`src/rtl/pacc_pkg.sv`:
```
package pacc_pkg;
  localparam logic [1:0] ADDR_CTRL = 2'd0;
  localparam logic [1:0] ADDR_FLAG = 2'd1;
  localparam logic [1:0] ADDR_CNT  = 2'd2;

  typedef struct packed {
    logic ovf_ie;
    logic in_ie;
    logic pol;
    logic gated;
    logic en;
  } ctrl_t;
endpackage

```
`src/rtl/pacc_sync_edge.sv`:
```
module pacc_sync_edge #(
  parameter int STAGES = 2
) (
  input  logic clk_i,
  input  logic rst_ni,
  input  logic pin_i,
  output logic lvl_o,
  output logic rise_o,
  output logic fall_o
);
  logic [STAGES-1:0] sync_q;
  logic              prev_q;

  always_ff @(posedge clk_i or negedge rst_ni) begin
    if (!rst_ni) begin
      sync_q <= '0;
      prev_q <= 1'b0;
    end else begin
      sync_q <= {sync_q[STAGES-2:0], pin_i};
      prev_q <= sync_q[STAGES-1];
    end
  end

  assign lvl_o  = sync_q[STAGES-1];
  assign rise_o = lvl_o & ~prev_q;
  assign fall_o = ~lvl_o & prev_q;
endmodule

```
`src/rtl/pacc_prescale.sv`:
```
module pacc_prescale #(
  parameter int DIV = 64
) (
  input  logic clk_i,
  input  logic rst_ni,
  input  logic run_i,
  output logic tick_o
);
  localparam int DIV_W = $clog2(DIV);
  localparam logic [DIV_W-1:0] LAST = DIV_W'(DIV - 1);

  logic [DIV_W-1:0] div_q;

  // restart from zero whenever the prescaler is idle
  always_ff @(posedge clk_i or negedge rst_ni) begin
    if (!rst_ni)         div_q <= '0;
    else if (!run_i)     div_q <= '0;
    else if (div_q == LAST) div_q <= '0;
    else                 div_q <= div_q + 1'b1;
  end

  assign tick_o = run_i && (div_q == LAST);
endmodule

```
`src/rtl/pacc_counter.sv`:
```
module pacc_counter #(
  parameter int W = 16
) (
  input  logic         clk_i,
  input  logic         rst_ni,
  input  logic         load_i,
  input  logic [W-1:0] load_val_i,
  input  logic         inc_i,
  output logic [W-1:0] cnt_o,
  output logic         wrap_o
);
  logic [W-1:0] cnt_q;

  always_ff @(posedge clk_i or negedge rst_ni) begin
    if (!rst_ni)     cnt_q <= '0;
    else if (load_i) cnt_q <= load_val_i;
    else if (inc_i)  cnt_q <= cnt_q + 1'b1;
  end

  assign cnt_o  = cnt_q;
  assign wrap_o = inc_i && !load_i && (&cnt_q);
endmodule

```
`src/rtl/pacc_top.sv`:
```
module pacc_top
  import pacc_pkg::*;
#(
  parameter int CNT_W       = 16,
  parameter int DIV         = 64,
  parameter int SYNC_STAGES = 2
) (
  input  logic             clk_i,
  input  logic             rst_ni,
  input  logic             pin_i,
  input  logic             tmr_en_i,
  input  logic             wr_en_i,
  input  logic [1:0]       addr_i,
  input  logic [CNT_W-1:0] wdata_i,
  output logic [CNT_W-1:0] rdata_o,
  output logic             in_flag_o,
  output logic             ovf_flag_o,
  output logic             irq_o
);
  localparam int CTRL_W = $bits(ctrl_t);

  ctrl_t            ctrl_q;
  logic             in_q, ovf_q;
  logic             lvl, rise, fall;
  logic             tick, run;
  logic             act_edge, gate_on, trail;
  logic             inc, in_set, wrap, load;
  logic [CNT_W-1:0] cnt;
  logic             wr_ctrl, wr_flag;

  pacc_sync_edge #(.STAGES(SYNC_STAGES)) u_sync (
    .clk_i (clk_i),
    .rst_ni(rst_ni),
    .pin_i (pin_i),
    .lvl_o (lvl),
    .rise_o(rise),
    .fall_o(fall)
  );

  assign run = ctrl_q.en && ctrl_q.gated && tmr_en_i;

  pacc_prescale #(.DIV(DIV)) u_presc (
    .clk_i (clk_i),
    .rst_ni(rst_ni),
    .run_i (run),
    .tick_o(tick)
  );

  assign act_edge = ctrl_q.pol ? fall : rise;
  assign gate_on  = ctrl_q.pol ? ~lvl : lvl;
  assign trail    = ctrl_q.pol ? rise : fall;

  assign inc    = ctrl_q.en && (ctrl_q.gated ? (tick && gate_on) : act_edge);
  assign in_set = ctrl_q.en && (ctrl_q.gated ? trail : act_edge);

  assign wr_ctrl = wr_en_i && (addr_i == ADDR_CTRL);
  assign wr_flag = wr_en_i && (addr_i == ADDR_FLAG);
  assign load    = wr_en_i && (addr_i == ADDR_CNT);

  pacc_counter #(.W(CNT_W)) u_cnt (
    .clk_i     (clk_i),
    .rst_ni    (rst_ni),
    .load_i    (load),
    .load_val_i(wdata_i),
    .inc_i     (inc),
    .cnt_o     (cnt),
    .wrap_o    (wrap)
  );

  always_ff @(posedge clk_i or negedge rst_ni) begin
    if (!rst_ni)      ctrl_q <= '0;
    else if (wr_ctrl) ctrl_q <= ctrl_t'(wdata_i[CTRL_W-1:0]);
  end

  // set wins over write-one-to-clear
  always_ff @(posedge clk_i or negedge rst_ni) begin
    if (!rst_ni) begin
      in_q  <= 1'b0;
      ovf_q <= 1'b0;
    end else begin
      in_q  <= in_set | (in_q  & ~(wr_flag & wdata_i[0]));
      ovf_q <= wrap   | (ovf_q & ~(wr_flag & wdata_i[1]));
    end
  end

  always_comb begin
    case (addr_i)
      ADDR_CTRL: rdata_o = CNT_W'(ctrl_q);
      ADDR_FLAG: rdata_o = CNT_W'({ovf_q, in_q});
      ADDR_CNT:  rdata_o = cnt;
      default:   rdata_o = '0;
    endcase
  end

  assign in_flag_o  = in_q;
  assign ovf_flag_o = ovf_q;
  assign irq_o      = (in_q & ctrl_q.in_ie) | (ovf_q & ctrl_q.ovf_ie);
endmodule

```
`config.mk`:
```
export PLATFORM = sky130hd
export DESIGN_NAME = pacc_top
export DESIGN_NICKNAME = d
export VERILOG_FILES = /design/src/rtl/pacc_pkg.sv /design/src/rtl/pacc_sync_edge.sv /design/src/rtl/pacc_prescale.sv /design/src/rtl/pacc_counter.sv /design/src/rtl/pacc_top.sv
export SDC_FILE = /design/constraint.sdc
export NUM_CORES = 1
export LEC_CHECK = 0
export CELL_PAD_IN_SITES_DETAIL_PLACEMENT = 1
export CELL_PAD_IN_SITES_GLOBAL_PLACEMENT = 1
export CORE_MARGIN = 10
export CORE_UTILIZATION = 37
export CTS_CLUSTER_SIZE = 20
export DETAILED_ROUTE_END_ITERATION = 7
export GPL_TIMING_DRIVEN = 0
export PLACE_DENSITY_LB_ADDON = 0.1
export SLEW_MARGIN = 20
export SYNTH_ARGS = -nofsm -noshare
export SYNTH_HDL_FRONTEND = slang
export SYNTH_SLANG_ARGS = --single-unit
```
`constraint.sdc`:
```
create_clock -name clk_i -period 2.6 [get_ports clk_i]
set_input_delay 0.26 -clock clk_i [delete_from_list [all_inputs] [get_ports clk_i]]
set_output_delay 0.26 -clock clk_i [all_outputs]
set_load 0.005 [all_outputs]
```
# After elaboration in Yosys (flattened, before gate mapping)
# Index checks and enable logic that the tools add are counted.
[totals]
ff_bits = 32
[classes]
addsub = 2
eq_ne = 3
n_mux = 10
bitwise_logic = 15
reduce_logical = 15
[op_table]
columns = ["operator", "n"]
rows = [
  ["$pmux 16 s3", 1],
  ["$mux 16", 2],
  ["$add 16x1->16 const B", 1],
  ["$reduce_and 16->1", 1],
  ["$mux 6", 2],
  ["$logic_and 1x1->1", 11],
  ["$and 1x1->1", 8],
  ["$add 6x1->6 const B", 1],
  ["$eq 6x6->1 const B", 1],
  ["$mux 1", 5],
  ["$not 1->1", 4],
  ["$or 1x1->1", 3],
  ["$eq 2x1->1 const B", 1],
  ["$eq 2x2->1 const B", 1],
  ["$logic_not 2->1", 1],
  ["$reduce_bool 2->1", 1],
  ["$logic_not 1->1", 1],
]

# Logic depth before layout (Yosys ltp)
# Gate-level depths: netlist (run 1).
[logic_depth]
depth_word = 9
ltp_mapped = 7
ltp_nobuf = 6

# Hierarchy
# A second synthesis (run 1) with hierarchy kept.
[unflattened]
cells_unflattened = 189
hier_area_um2 = 1836.8
[modules_own_cells]
columns = ["module", "n_inst", "cells_each", "area_each_um2"]
rows = [
  ["pacc_counter", 1, 101, 928.4],
  ["pacc_top", 1, 56, 545.5],
  ["pacc_prescale", 1, 27, 272.8],
  ["pacc_sync_edge", 1, 5, 90.1],
]

# Worst setup path before layout (run 1)
# Ideal clock, no wire load.
[synth_path]
kind = "register to register"
start = "register u_presc.div_q[0]"
end = "register u_cnt.cnt_q[5], in the netlist u_cnt.cnt_o[5]"
setup_ps = 82
arrival_time_ps = 2031
required_ps = 2518
setup_slack_ps = 488
path_stages_with_launch = 8
n_path_buf = 1
period_less_slack_ps = 2112
cell_sequence = "dfrtp_1 -> ha_1 -> nand3_1 -> or4_1 -> and2_1 -> buf_6 -> or4_1 -> a31oi_1"
[synth_via]
elab_chain_len = 6
[synth_lines]
columns = ["item", "line", "rtl"]
rows = [
  ["from (decl)", "pacc_prescale.sv:12", "logic [DIV_W-1:0] div_q;"],
  ["from (signal assigned)", "pacc_prescale.sv:19", "else div_q <= div_q + 1'b1;"],
  ["$eq 6x6->1", "pacc_prescale.sv:22", "assign tick_o = run_i && (div_q == LAST);"],
  ["$logic_and 1x1->1", "pacc_prescale.sv:22", ""],
  ["$logic_and 1x1->1", "pacc_top.sv:53", "assign inc = ctrl_q.en && (ctrl_q.gated ? (tick && gate_on) : act_edge);"],
  ["$mux 1", "pacc_top.sv:53", ""],
  ["$logic_and 1x1->1", "pacc_top.sv:53", ""],
  ["$reduce_bool 2->1 (no source line)", "-", ""],
  ["to (signal assigned)", "pacc_counter.sv:16", "else if (load_i) cnt_q <= load_val_i;"],
  ["to (signal assigned)", "pacc_counter.sv:17", "else if (inc_i) cnt_q <= cnt_q + 1'b1;"],
  ["to (decl)", "pacc_counter.sv:12", "logic [W-1:0] cnt_q;"],
]
# No other way between the ends.
# A chain may end at the register's enable or synchronous reset.

# Worst setup path in the final report (run 1)
[layout_path]
start = "input addr_i[1]"
end = "output rdata_o[0]"
[layout_via]
elab_chain_len = 2
elab_cells_between_ends = 4
classes_between = "2 x eq/ne; 1 x mux; 1 x reduce/logical"
[layout_lines]
columns = ["item", "line", "rtl"]
rows = [
  ["from (decl)", "pacc_top.sv:13", "input logic [1:0] addr_i,"],
  ["$eq 2x2->1, or another cell as far along", "pacc_top.sv:87", "case (addr_i)"],
  ["$pmux 16 s3 (*)", "pacc_top.sv:87", ""],
  ["to (decl)", "pacc_top.sv:15", "output logic [CNT_W-1:0] rdata_o,"],
]
# Mark *: on every way between the ends. The rest lies on a longest branch, timed or not.

==> out/qor.yml, run 1 <==
run_status:
  run_status: "complete, no violations"
die:
  die_area_mm2: 0.00807
  io_pins: 42
  start_util_pct: 38.2
  placementRows: 25
  die_x_um: 89.8
  core_mm2: 0.00472
  die_y_um: 89.8
yosys:
  synth-seq-area-share_pct: 44.4
  avgSynthCellArea_um2: 9.35
  synthDistinctLibCells: 38
  ys.flop_type: "dfrtp_1"
  synth-edff-count: 0
  syn_inst: 193
  syn-num-nets: 218
  synthArstFlopShare_pct: 100
  yosysWarningCount: 0
  synth-seq-cells: 32
  synth_area_mm2: 0.00180
global_routing:
  grt_pass1_wl_um: 9360
  use_met1_pct: 18.0
  met2_usage_pct: 21.4
  met3_usage_pct: 4.66
  antenna_found_initial: 0
  grt-ovfl-total: 0
  grt_pass1_vias: 1787
  grt_max_degree: 18
  track_usage_pct: 14.0
  busiest_layer: "met2"
setup_path:
  cp.arrival_ps: 2130
  worstSetupPathType: "in -> out"
  critPathMaxFanout: 10
  cp_common_cell: "clkbuf_1"
  path_buf_inv: 3
  critPathRequiredTime_ps: 2340
  crit_path_cell_trace: "clkbuf_1 -> nor2b_1 -> clkbuf_1 -> nand2_1 -> o21ai_1 -> clkdlybuf4s50_1"
  worst_setup_path_end_kind: "output pin"
  cpPeakStageDelay_ps: 530
  cpLargestDelayFamily: "buffers and inverters"
  start_kind: "input pin"
  cp_slowest_cell: "clkdlybuf4s50_1"
route:
  routed_wl_um: 5500
  wl_per_cell_um: 18.0
  drt-vias-per-instance: 5.17
  num_vias: 1583
  antenna_left: 0
  drc: 0
  first_pass_iters: 4
  drtIter0Drc: 72
flow_run:
  max_cap_violations: 0
timing:
  relSlewSlack_pct: 43.8
  drv_slew: 0
  finalCritPeriodShare_pct: 92.0
  setup_viol: 0
  fin_skew_ps: 6.74
  hold_viol: 0
  hold-worst-slack_ps: 354
  setup_tns_ps: 0
  max_freq_mhz: 418
  worstMarginPinSlew_ps: 841
  rsz0062_at_grt: "no"
  period_minus_slack_ps: 2390
  setup_slack_ps: 208
place:
  place_inst: 300
  dp_slack_ps: 59.9
  place_congestion: 0.802
  dp_hpwl_um: 4150
  port_buffers: 39
power:
  finalPower_w: 0.00155
  vdd_drop_max_uv: 297
  p_per_area_mw_per_mm2: 652
  power_leakage_nw: 0.908
final_layout:
  layout-drive-gt1-share_pct: 4.60
  layout_commonest_cell: "clkdlybuf4s50_1"
  instances_no_fill: 306
  nets: 266
  mostFrequentLayoutCells: "clkdlybuf4s50_1 (38), dfrtp_1 (32), nor2_1 (24)"
  area_growth_pct: 31.9
  antennaDiodeCount: 0
clock_tree:
  cts_max_level: 2
  cts_buffer_depth: 2
  tritoncts: "built"
  cts_root_buf: "clkbuf_8"
  cts_setup_buffers: 0
  cts_resized: 0
  cts_buffers: 5
  cts.sinks: 32
  clkTransAtPathRegs_ps: 60
  clkLatencyLatePin_ps: 290
worst_hold_path:
  hold_class: "reg -> reg"
-- final timing paths --
kind,from,slack (ps),to,depth (start not counted)
worst min register to register,u_sync.sync_q[0]$_DFF_PN0_,350,u_sync.sync_q[1]$_DFF_PN0_,0
min in group asynchronous,rst_ni,450,u_presc.div_q[2]$_DFF_PN0_,2
worst min-delay path,u_sync.sync_q[0]$_DFF_PN0_,350,u_sync.sync_q[1]$_DFF_PN0_,0
max in group asynchronous,rst_ni,1720,u_cnt.cnt_o[15]$_DFFE_PN0P_,3
worst max-delay path,addr_i[1],210,rdata_o[0],6
worst max register to register,u_presc.div_q[0]$_DFF_PN0_,300,u_cnt.cnt_o[5]$_DFFE_PN0P_,7
-- power by group --
group | total (W) | switching [W] | internal [W] | leakage, nW
sequential | 0.000715 | 0.000127 | 0.000588 | 0.376
clock | 0.000353 | 0.000181 | 0.000172 | 0.0359
combinational | 0.000482 | 0.000225 | 0.000258 | 0.496
-- state kept, by name, indices dropped and copies added, names as in the netlist --
name / count
u_sync.sync_q: 2
in_flag_o: 1
u_sync.prev_q: 1
u_presc.div_q: 6
ctrl_q: 5
ovf_flag_o: 1
u_cnt.cnt_o: 16
-- cell usage after synthesis (3+ instances only) --
library cell | count | area [µm²]
a211oi_1 | 3 | 22.5
a21oi_1 | 18 | 90.1
a31oi_1 | 4 | 25.0
and2_1 | 13 | 81.3
clkbuf_1 | 6 | 22.5
dfrtp_1 | 32 | 801
mux2_1 | 5 | 56.3
mux2i_1 | 6 | 60.1
nand2_1 | 10 | 37.5
nand3_1 | 10 | 50.1
nand4_1 | 4 | 25.0
nor2_1 | 24 | 90.1
o21ai_1 | 6 | 30.0
or3_1 | 3 | 18.8
or4_1 | 3 | 22.5
xnor2_1 | 12 | 105
xor2_1 | 4 | 35.0
-- final cells by class --
| class | count | area (µm²) |
|---|---|---|
| Timing Repair Buffer | 41 | 423 |
| Clock buffer | 5 | 68.8 |
| Multi-Input combinational cell | 149 | 950 |
| Inverter | 2 | 7.51 |
| Sequential cell | 32 | 801 |
| Fill cell | 559 | 2340 |
| Tap cell | 67 | 83.8 |
| Buffer | 10 | 46.3 |
-- what timing repair did --
action | CTS | global route
setup endpoints to repair | 0 | 0
hold endpoints to repair | 16 | 0
hold buffers | 1 | 0
-- metal layers --
layer | vias up | wire [µm]
li1 | 771 | -
met1 | 772 | 2550
met2 | 35 | 2600
met3 | 5 | 295
met4 | 0 | 54
met5 | - | 0
-- logic make-up (layout without fill, tap and decap cells) --
logic type	after synthesis	after routing	synth area share [%]
AND/OR/NAND/NOR	80	80	23.6
AO/OA/AOI/OAI	40	40	13.4
flip-flops	32	32	44.4
XOR/XNOR	16	16	7.77
buffers and inverters	12	58	2.98
multiplexers	11	11	6.45
adder cells (fa/ha/maj)	2	2	1.39
-- metrics by stage --
| stage | utilization [%] | area [µm²] |
|---|---|---|
| after floorplan | - | 1800 |
| after global placement | 48.2 | 2280 |
| after detailed placement | 48.7 | 2300 |
| after CTS | 50.4 | 2380 |
| after global routing | 50.4 | 2380 |
| final | 50.4 | 2380 |
No activity file was read; power rests on OpenSTA's default activity.
==> run 2: changes to the inputs <==
--- a/config.mk
+++ b/config.mk
@@ -9,6 +9,7 @@
 export CELL_PAD_IN_SITES_GLOBAL_PLACEMENT = 1
 export CORE_MARGIN = 10
 export CORE_UTILIZATION = 37
+export CTS_CLUSTER_DIAMETER = 80
 export CTS_CLUSTER_SIZE = 20
 export DETAILED_ROUTE_END_ITERATION = 7
 export GPL_TIMING_DRIVEN = 0
==> results of run 2 <==
Final layout, timing and power as in run 1 (identical DEF).
